[config.mk]
export PLATFORM = sky130hd
export DESIGN_NAME = pair_fault_guard
export DESIGN_NICKNAME = d
export VERILOG_FILES = /design/src/rtl/pfg_pkg.sv /design/src/rtl/pfg_sync.sv /design/src/rtl/pfg_startup.sv /design/src/rtl/pfg_chan.sv /design/src/rtl/pair_fault_guard.sv
export SDC_FILE = /design/constraint.sdc
export NUM_CORES = 1
export LEC_CHECK = 0
export CORE_MARGIN = 4
export CORE_UTILIZATION = 40
export CTS_CLUSTER_SIZE = 24
export DETAILED_ROUTE_END_ITERATION = 8
export PLACE_DENSITY = 0.68
export SLEW_MARGIN = 10
export SYNTH_ARGS = -nofsm -noshare
export SYNTH_HDL_FRONTEND = slang
export SYNTH_SLANG_ARGS = --single-unit
[constraint.sdc]
create_clock -name clk -period 2.3 [get_ports clk]
set_clock_uncertainty 0.15 [all_clocks]
set_input_delay 0.23 -clock clk [delete_from_list [all_inputs] [get_ports clk]]
set_output_delay 0.23 -clock clk [all_outputs]
set_load 0.01 [all_outputs]
[src/rtl/pfg_pkg.sv]
package pfg_pkg;

  typedef enum logic [2:0] {
    CH_OFF,
    CH_RUN,
    CH_WAIT,
    CH_PROBE,
    CH_LATCH
  } ch_state_t;

  // Number of clock cycles in one retry interval.
  function automatic int unsigned retry_cycles(input int unsigned clk_hz,
                                               input int unsigned ms);
    return (clk_hz / 1000) * ms;
  endfunction

  function automatic logic mode_reserved(input logic [2:0] m);
    return m[2];
  endfunction

  function automatic logic mode_latched(input logic [2:0] m);
    return m[0];
  endfunction

  function automatic logic mode_invert(input logic [2:0] m);
    return m[1];
  endfunction

  // PWM gating for one channel, with optional inversion.
  function automatic logic gate_pwm(input logic en, input logic pwm, input logic inv);
    return en & (pwm ^ inv);
  endfunction

endpackage

[src/rtl/pfg_sync.sv]
module pfg_sync #(
  parameter int W      = 1,
  parameter int STAGES = 2
) (
  input  logic         clk,
  input  logic         rst_n,
  input  logic [W-1:0] d,
  output logic [W-1:0] q
);

  logic [W-1:0] stg [STAGES];

  always_ff @(posedge clk or negedge rst_n) begin
    if (!rst_n) begin
      for (int s = 0; s < STAGES; s++) stg[s] <= '0;
    end else begin
      stg[0] <= d;
      for (int s = 1; s < STAGES; s++) stg[s] <= stg[s-1];
    end
  end

  assign q = stg[STAGES-1];

endmodule

[src/rtl/pfg_startup.sv]
module pfg_startup #(
  parameter int unsigned START_EDGES = 35
) (
  input  logic clk,
  input  logic rst_n,
  input  logic active,
  input  logic bypass,
  input  logic pwm_in,
  output logic started
);

  localparam int CW = $clog2(START_EDGES + 1);

  logic          pwm_q;
  logic [CW-1:0] edge_cnt;
  logic          rise;

  assign rise = pwm_in & ~pwm_q;

  always_ff @(posedge clk or negedge rst_n) begin
    if (!rst_n) begin
      pwm_q    <= 1'b0;
      edge_cnt <= '0;
      started  <= 1'b0;
    end else begin
      pwm_q <= pwm_in;
      if (!active) begin
        edge_cnt <= '0;
        started  <= 1'b0;
      end else if (bypass) begin
        started <= 1'b1;
      end else if (!started && rise) begin
        edge_cnt <= edge_cnt + 1'b1;
        if (edge_cnt == CW'(START_EDGES - 1)) started <= 1'b1;
      end
    end
  end

endmodule

[src/rtl/pfg_chan.sv]
module pfg_chan import pfg_pkg::*; #(
  parameter int unsigned RETRY_CYC = 1700,
  parameter int unsigned MAX_TRIES = 5,
  localparam int TMW = $clog2(RETRY_CYC),
  localparam int TW  = $clog2(MAX_TRIES + 1)
) (
  input  logic          clk,
  input  logic          rst_n,
  input  logic          pair_on,
  input  logic          start_ok,
  input  logic          latch_mode,
  input  logic          fault,
  output logic          en,
  output logic          latched,
  output logic [TW-1:0] tries
);

  ch_state_t      state;
  logic [TMW-1:0] timer;
  logic           expire;

  assign expire = (timer == TMW'(RETRY_CYC - 1));

  always_ff @(posedge clk or negedge rst_n) begin
    if (!rst_n) begin
      state <= CH_OFF;
      timer <= '0;
      tries <= '0;
    end else if (!pair_on) begin
      state <= CH_OFF;
      timer <= '0;
      tries <= '0;
    end else begin
      unique case (state)
        CH_OFF: begin
          if (start_ok) state <= CH_RUN;
        end
        CH_RUN: begin
          if (fault) begin
            timer <= '0;
            tries <= '0;
            state <= latch_mode ? CH_LATCH : CH_WAIT;
          end
        end
        CH_WAIT: begin
          if (!expire) begin
            timer <= timer + 1'b1;
          end else begin
            timer <= '0;
            if (!fault) begin
              state <= CH_PROBE;
            end else if (tries == TW'(MAX_TRIES - 1)) begin
              tries <= TW'(MAX_TRIES);
              state <= CH_LATCH;
            end else begin
              tries <= tries + 1'b1;
            end
          end
        end
        CH_PROBE: begin
          timer <= '0;
          if (!fault) begin
            tries <= '0;
            state <= CH_RUN;
          end else if (tries == TW'(MAX_TRIES - 1)) begin
            tries <= TW'(MAX_TRIES);
            state <= CH_LATCH;
          end else begin
            tries <= tries + 1'b1;
            state <= CH_WAIT;
          end
        end
        CH_LATCH: state <= CH_LATCH;
        default:  state <= CH_OFF;
      endcase
    end
  end

  assign en      = pair_on & ((state == CH_RUN) | (state == CH_PROBE));
  assign latched = (state == CH_LATCH);

endmodule

[src/rtl/pair_fault_guard.sv]
module pair_fault_guard import pfg_pkg::*; #(
  parameter int unsigned CLK_HZ      = 100_000_000,
  parameter int unsigned RETRY_MS    = 85,
  parameter int unsigned MAX_TRIES   = 5,
  parameter int unsigned START_EDGES = 35,
  parameter int          SYNC_STAGES = 2
) (
  input  logic       clk,
  input  logic       rst_n,
  input  logic       pair_rst_n,
  input  logic [2:0] mode_sel,
  input  logic       ramp_en,
  input  logic [1:0] pwm_in,
  input  logic [1:0] oc_fault,
  input  logic       ot_fault,
  input  logic       uv_fault,
  input  logic       tw_alert,
  output logic [1:0] drv_out,
  output logic [1:0] drv_en,
  output logic       oc_flag_n,
  output logic       tw_flag_n,
  output logic       thr_flag_n
);

  localparam int          NCH       = 2;
  localparam int unsigned RETRY_CYC = retry_cycles(CLK_HZ, RETRY_MS);
  localparam int          TW        = $clog2(MAX_TRIES + 1);
  localparam int          NSYNC     = NCH + 3;

  // Pair release and mode capture.
  logic       rel_q;
  logic       pair_on;
  logic [2:0] mode_q;
  logic       ramp_q;

  always_ff @(posedge clk or negedge rst_n) begin
    if (!rst_n) begin
      rel_q  <= 1'b0;
      mode_q <= '0;
      ramp_q <= 1'b0;
    end else if (!pair_rst_n) begin
      rel_q  <= 1'b0;
      mode_q <= '0;
      ramp_q <= 1'b0;
    end else begin
      rel_q <= 1'b1;
      if (!rel_q) begin
        mode_q <= mode_sel;
        ramp_q <= ramp_en;
      end
    end
  end

  assign pair_on = rel_q & pair_rst_n;

  // Fault synchronizer.
  logic [NSYNC-1:0] flt_raw, flt_s;
  logic [NCH-1:0]   oc_s;
  logic             ot_s, uv_s, tw_s;

  assign flt_raw = {tw_alert, uv_fault, ot_fault, oc_fault};

  pfg_sync #(.W(NSYNC), .STAGES(SYNC_STAGES)) u_sync (
    .clk   (clk),
    .rst_n (rst_n),
    .d     (flt_raw),
    .q     (flt_s)
  );

  assign oc_s = flt_s[NCH-1:0];
  assign ot_s = flt_s[NCH];
  assign uv_s = flt_s[NCH+1];
  assign tw_s = flt_s[NCH+2];

  // Startup gate.
  logic started;
  logic start_ok;

  pfg_startup #(.START_EDGES(START_EDGES)) u_startup (
    .clk     (clk),
    .rst_n   (rst_n),
    .active  (pair_on),
    .bypass  (ramp_q),
    .pwm_in  (pwm_in[0]),
    .started (started)
  );

  assign start_ok = started & ~mode_reserved(mode_q);

  // Per-channel recovery and output gating.
  logic [NCH-1:0]    ch_fault;
  logic [NCH-1:0]    latched_v;
  logic [NCH*TW-1:0] tries_flat;

  for (genvar ch = 0; ch < NCH; ch++) begin : g_ch
    assign ch_fault[ch] = oc_s[ch] | ot_s | uv_s;

    pfg_chan #(.RETRY_CYC(RETRY_CYC), .MAX_TRIES(MAX_TRIES)) u_chan (
      .clk        (clk),
      .rst_n      (rst_n),
      .pair_on    (pair_on),
      .start_ok   (start_ok),
      .latch_mode (mode_latched(mode_q)),
      .fault      (ch_fault[ch]),
      .en         (drv_en[ch]),
      .latched    (latched_v[ch]),
      .tries      (tries_flat[ch*TW +: TW])
    );

    if (ch % 2 == 1) begin : g_second
      assign drv_out[ch] = gate_pwm(drv_en[ch], pwm_in[ch], mode_invert(mode_q));
    end else begin : g_first
      assign drv_out[ch] = gate_pwm(drv_en[ch], pwm_in[ch], 1'b0);
    end
  end

  // Error flags.
  assign oc_flag_n  = ~(|oc_s);
  assign tw_flag_n  = ~tw_s;
  assign thr_flag_n = ~(ot_s | uv_s);

endmodule

; ---- After elaboration in Yosys (flattened, before gate mapping)
; Index checks and enable logic that the tools add are counted.
[op_classes]
n_reduce_logical = 13
addsub = 5
eq_ne = 30
n_mux = 52
bitwise_logic = 20
[ops]
columns = cell, n
row1 = 2-to-1 mux 24 bit, 6
row2 = one-hot mux 24 bit (3 select lines), 2
row3 = 2-to-1 mux 3 bit, 30
row4 = "adder 24 x 1 -> 24 bit, second input constant", 2
row5 = "equality test 24 bit, second input constant", 2
row6 = one-hot mux 3 bit (5 select lines), 2
row7 = "!= test 3 bit, second input constant", 7
row8 = 2-to-1 mux 6 bit, 3
row9 = one-hot mux 3 bit (3 select lines), 2
row10 = AND reduction 4 bit, 4
row11 = "equality test 3 x 2 -> 1 bit, second input constant", 4
row12 = "equality test 3 bit, second input constant", 4
row13 = "!= test 4 bit, second input constant", 3
row14 = "!= test 3 x 2 -> 1 bit, second input constant", 3
row15 = AND reduction 2 bit, 4
row16 = AND 1 bit, 7
row17 = 2-to-1 mux 1 bit, 7
row18 = bitwise OR 1 bit, 7
row19 = "adder 3 x 1 -> 3 bit, second input constant", 2
row20 = "adder 6 x 1 -> 6 bit, second input constant", 1
row21 = "equality test 3 x 1 -> 1 bit, second input constant", 2
row22 = "equality test 6 bit, second input constant", 1
row23 = logical NOT 3 bit, 2
row24 = "!= test 2 bit, second input constant", 3
row25 = 6 further kinds, 10
[word_totals]
in_bits = 14
reg_bits = 83
out_inout_bits = 7
wordCells = 134

; ---- Longest topological paths before layout
[depth]
depth_word = 6
depth_mapped = 8
depth_no_buf = 7

; ---- Modules after synthesis
; A second synthesis with hierarchy kept.
[unflattened]
cells_unflattened = 474
hier_area_um2 = 4538.1
[by_module_without_submodules]
columns = mod, instances, area_each_um2, seq_area_each_um2, cells_each
row1 = pfg_chan, 2, 1795.5, 750.7, 198
row2 = pfg_startup, 1, 399.1, 200.2, 39
row3 = pfg_sync, 1, 287.8, 250.2, 15
row4 = pair_fault_guard, 1, 260.2, 125.1, 24

; ---- Least setup slack after synthesis
; No wires, ideal clock.
[synth_timing]
kind = reg2reg
from = reg g_ch[0].u_chan.timer[0]
to = reg g_ch[0].u_chan.timer[14]
setup_time_ns = 0.119
path_buffers = 2
stages_incl_launch_ff = 9
t_required_ns = 2.031
slack_ns = 0.113
synth_period_minus_slack_ns = 2.187
arrival_ns = 1.918
cell_sequence = dfrtp_1 ha_1 nand2_1 or4_4 o31ai_4 and2_1 buf_4 buf_12 nor2_2
[synth_via]
elab_chain_len = 4
elab_cells_between_ends = 5
cone_classes = add/sub: 1 / eq/ne: 1 / mux: 3
[synth_rtl]
columns = item, line_no
row1 = start: declaration, pfg_chan.sv:19  ; logic [TMW-1:0] timer;
row2 = start signal: assignment, pfg_chan.sv:47  ; timer <= timer + 1'b1;
row3 = adder 24 x 1 -> 24 bit or equality test 24 bit (tied branches), "pfg_chan.sv:47, pfg_chan.sv:22"
row4 = 2-to-1 mux 24 bit (*), pfg_chan.sv:46  ; if (!expire) begin
row5 = one-hot mux 24 bit (3 select lines) (*), pfg_chan.sv:34  ; unique case (state)
row6 = 2-to-1 mux 24 bit (*), pfg_chan.sv:29  ; end else if (!pair_on) begin
; Every way passes the cells marked *; elsewhere a longest branch is shown, timed or not.
; A chain may end at the register's enable or synchronous reset.

; ---- Final worst setup path
[layout_timing]
from = in pair_rst_n
to = out drv_out[0]
[layout_via]
elab_chain_len = 3
[layout_rtl]
columns = item, line_no
row1 = start: declaration, pair_fault_guard.sv:10  ; input logic pair_rst_n,
row2 = AND 1 bit, pair_fault_guard.sv:54  ; assign pair_on = rel_q & pair_rst_n;
row3 = AND 1 bit, pfg_chan.sv:79  ; assign en = pair_on & ((state == CH_RUN) | (state == CH_PROBE));
row4 = AND 1 bit, pfg_pkg.sv:31  ; return en & (pwm ^ inv);
row5 = end: declaration, pair_fault_guard.sv:18  ; output logic [1:0] drv_out,
; No other way between the ends.

==> summary.md <==
| Metric | Value |
|---|---|
| Initial antenna violation count | 0 |
| CP delay by family, top | buffers and inverters |
| CTS Buf Count | 9 |
| WS Path Type | primary input to output pin |
| Comb pwr share | 0.077 |
| Overall Global Routing Usage | 0.156 |
| Crit path cell chain | clkdlybuf4s50_1 > nand2_1 > nor3_2 > and2_1 > clkdlybuf4s50_1 |
| Leading area contributor after synthesis | dfrtp_1 |
| Sequential Power Share | 0.530 |
| Simple-Gate Fraction of Synth Area | 0.281 |
| Synth Area in XOR/XNOR | 0.0686 |
| Post-synthesis cell count | 462 |
| FF-to-FF Start | g_ch[0].u_chan.timer[15] |
| Initial Util | 0.410 |
| Number of vias after detailed routing | 3571 |
| Number of global-route vias before repair | 3420 |
| Global-route wire length before repair | 16300 um |
| Worst skew pair latency | 0.37 ns |
| Final WS setup | 0.102 ns |
| Port bufs | 20 |
| CP Data Required Time | 1.92 ns |
| Sequential area share after synthesis | 0.465 |
| Slowest CP cell | clkdlybuf4s50_1 |
| Clock group share of total power | 0.393 |
| Count leader, synth | dfrtp_1 |
| Seq cells post-synth | 83 |
| Critical Path End | drv_out[0] |
| Compound-gate portion of the synthesized area | 0.110 |
| Critical path startpoint category | primary input |
| Period utilization | 0.956 |
| CTS max path bufs | 2 |
| F_max | 455 MHz |
| Fin nets | 537 |
| Switching share of power | 0.233 |
| Final setup fails | 0 |
| Routed Antenna Nets | 0 |
| Fraction of registers with async set/reset | 1.00 |
| Die width | 114 um |
| Most Frequent Cell on Critical Path | clkdlybuf4s50_1 |
| Adder-cell share of the synthesized area | 0.0224 |
| Switching power total | 659 uW |
| Kind of end point of the critical path | output pin |
| Post-synth net total | 484 |
| Layout cells sized above 1 | 0.163 |
| DIE AREA | 0.0129 mm^2 |
| EDFF count, synth | 0 |
| Final Max Slew Viols | 0 |
| Mapped Area | 0.00447 mm^2 |
| CTS H-Tree Depth | 3 |
| Post-Syn Area per Cell | 9.67 um^2 |
| Pint | 2170 uW |
| CTS tree | yes |
| Max_slew headroom | 0.606 |
| ANT cells | 0 |
| CP startpoint | pair_rst_n |
| Worst Tran Pin Value | 0.590 ns |
| Static leakage power | 0.00212 uW |
| Critical path depth in cells | 5 |
| Worst VDD drop | 0.385 mV |
| Setup WS pre-CTS | 0.0223 ns |
| Synth cell count leaders | 83 x dfrtp_1, 49 x nand2_1, 41 x nor2_1 |
| Worst EP arrival | 1.82 ns |
| Minimum clock period | 2.20 ns |
| Reg2reg end | g_ch[0].u_chan.tries[2] |
| FF-to-FF setup slack | 0.12 ns |
| Buf/Inv on CP | 2 |
| Overall Power | 2830 uW |
| Slowest stage delay, CP | 0.58 ns |
| Routed wire per std cell | 14.1 um |
| Clock transition at path regs | 0.08 ns |
| Clk root buf | clkbuf_8 |
| Final hold violations | 0 |
| Warnings, synthesis | 0 |
| Main combinational cell family by area after synthesis | simple AND/OR/NAND/NOR gates |
| Setup TNS | 0 ns |
| I/O pins | 21 |
| DP HPWL | 6700 um |
| Synth area leaders | dfrtp_1 46%, xnor2_1 4.3%, nand2_1 4.1% |
| Hold path cells | 1 |
| Floorplan row count | 38 |
| Worst Hold Class | primary input to flop |
| Power per cell area | 532 mW/mm^2 |
| Max-cap viol count | 0 |
| Largest net degree at the start of global routing | 47 |
| Routed WL | 9300 um |
| # DRC | 0 |
| Synth Flop Type | dfrtp_1 |
| Post-synth top area share | 0.465 |
| Status | complete, no violations |
| Area grow syn2layout | 18.9% |
| Worst r2r path cells | 6 |
| Unique masters post-synth | 62 |
| Initial drt markers | 238 |
| RD Place Congestion | 0.870 |
| Die Y | 114 um |
| CP Max Fanout | 7 |
| Clock sink count | 83 |
| Via/cell ratio | 5.41 |
| GR Overflow Total | 0 |
| Pre-antenna DRT Iters | 4 |
| Area of the core | 0.0109 mm^2 |
| Mux contribution to synthesized area | 0.0160 |
==> power groups by stage <==
| stage | Combinational, uW | Clock, uW | Sequential [uW] |
|---|---|---|---|
| 2_1_floorplan | 111 | 0 | 1520 |
| 3_3_place_gp | 204 | 0 | 1530 |
| 3_5_place_dp | 208 | 0 | 1530 |
| 4_1_cts | 209 | 1150 | 1500 |
| 5_1_grt | 245 | 1200 | 1500 |
| 6_report | 218 | 1110 | 1500 |
==> routing by layer <==
layer | global-route usage | routed length, um | vias to the layer above | part of all wire
li1 | - | - | 1769 | -
met1 | 0.220 | 4490 | 1729 | 0.48
met2 | 0.234 | 4380 | 69 | 0.47
met3 | 0.0355 | 369 | 4 | 0.040
met4 | 0.0577 | 65 | 0 | 0.0070
met5 | 0 | 0 | - | 0
==> stage by stage <==
stage | util | instance area [um^2] | instances | hold slack [ns]
after global placement | 0.460 | 5010 | 639 | 0.114
after floorplan | - | 4470 | 462 | -0.216
after global routing | 0.488 | 5310 | 660 | 0.124
after CTS | 0.480 | 5220 | 656 | 0.129
after detailed placement | 0.460 | 5010 | 639 | 0.131
final | 0.488 | 5310 | 660 | 0.147
==> cell type report <==
| class | instances | area (um^2) |
|---|---|---|
| clock buffers | 15 | 176 |
| clock inverters | 1 | 30.0 |
| fillers | 1001 | 5570 |
| inverters | 12 | 45.0 |
| multi-input cells | 346 | 2260 |
| flip-flops and latches | 83 | 2080 |
| well taps | 140 | 175 |
| repair buffers | 63 | 547 |
==> state kept, by name, summed over array words and instances, names as in the netlist <==
name                cells
ramp_q                  1
rel_q                   1
mode_q                  3
g_ch.u_chan.timer      48
g_ch.u_chan.tries       6
u_startup.edge_cnt      6
u_sync.stg              5
u_startup.started       1
u_sync.q                5
u_startup.pwm_q         1
g_ch.u_chan.state       6
==> timing repair <==
action                     4_1_cts  5_1_grt
hold endpoints to repair        43        0
resized for setup                0       11
hold buffers                     1        0
setup endpoints to repair        0       53
setup buffers                    0        4
==> cell families after synthesis <==
logic type / count (synthesis)
and+or+nand+nor: 231
DFF: 83
buffers and inverters: 33
xor gates and xnor gates: 35
adders and majority gates: 8
AOI/OAI and AO/OA: 65
muxes: 7
==> cells in the final DEF, fill, tap and decap left out, types with 5 or more instances in the layout <==
master	n
nor4b_1	7
nor3_1	13
clkbuf_8	12
o21ai_0	19
nand2_1	49
xnor2_1	22
nor2b_1	7
and4_1	8
nor2_1	40
ha_1	8
mux2i_1	6
nor2_2	12
buf_4	39
xor2_1	13
inv_1	11
nor4_1	15
or4_1	5
nand3_1	20
a21oi_1	14
dfrtp_1	82
clkdlybuf4s50_1	19
and2_1	6
or3_1	7
nand4_1	17
==> worst min-delay path by stage <==
stage             start                       end  slack (ns)
4_1_cts        ot_fault             u_sync.stg[7]        0.13
3_5_place_dp      rst_n   g_ch[1].u_chan.timer[2]        0.13
6_report       uv_fault             u_sync.stg[8]        0.15
3_3_place_gp      rst_n  g_ch[1].u_chan.timer[22]        0.11
2_1_floorplan     rst_n   g_ch[0].u_chan.state[0]       -0.22
5_1_grt        uv_fault             u_sync.stg[8]        0.12
Power figures use the tool's default switching activity.
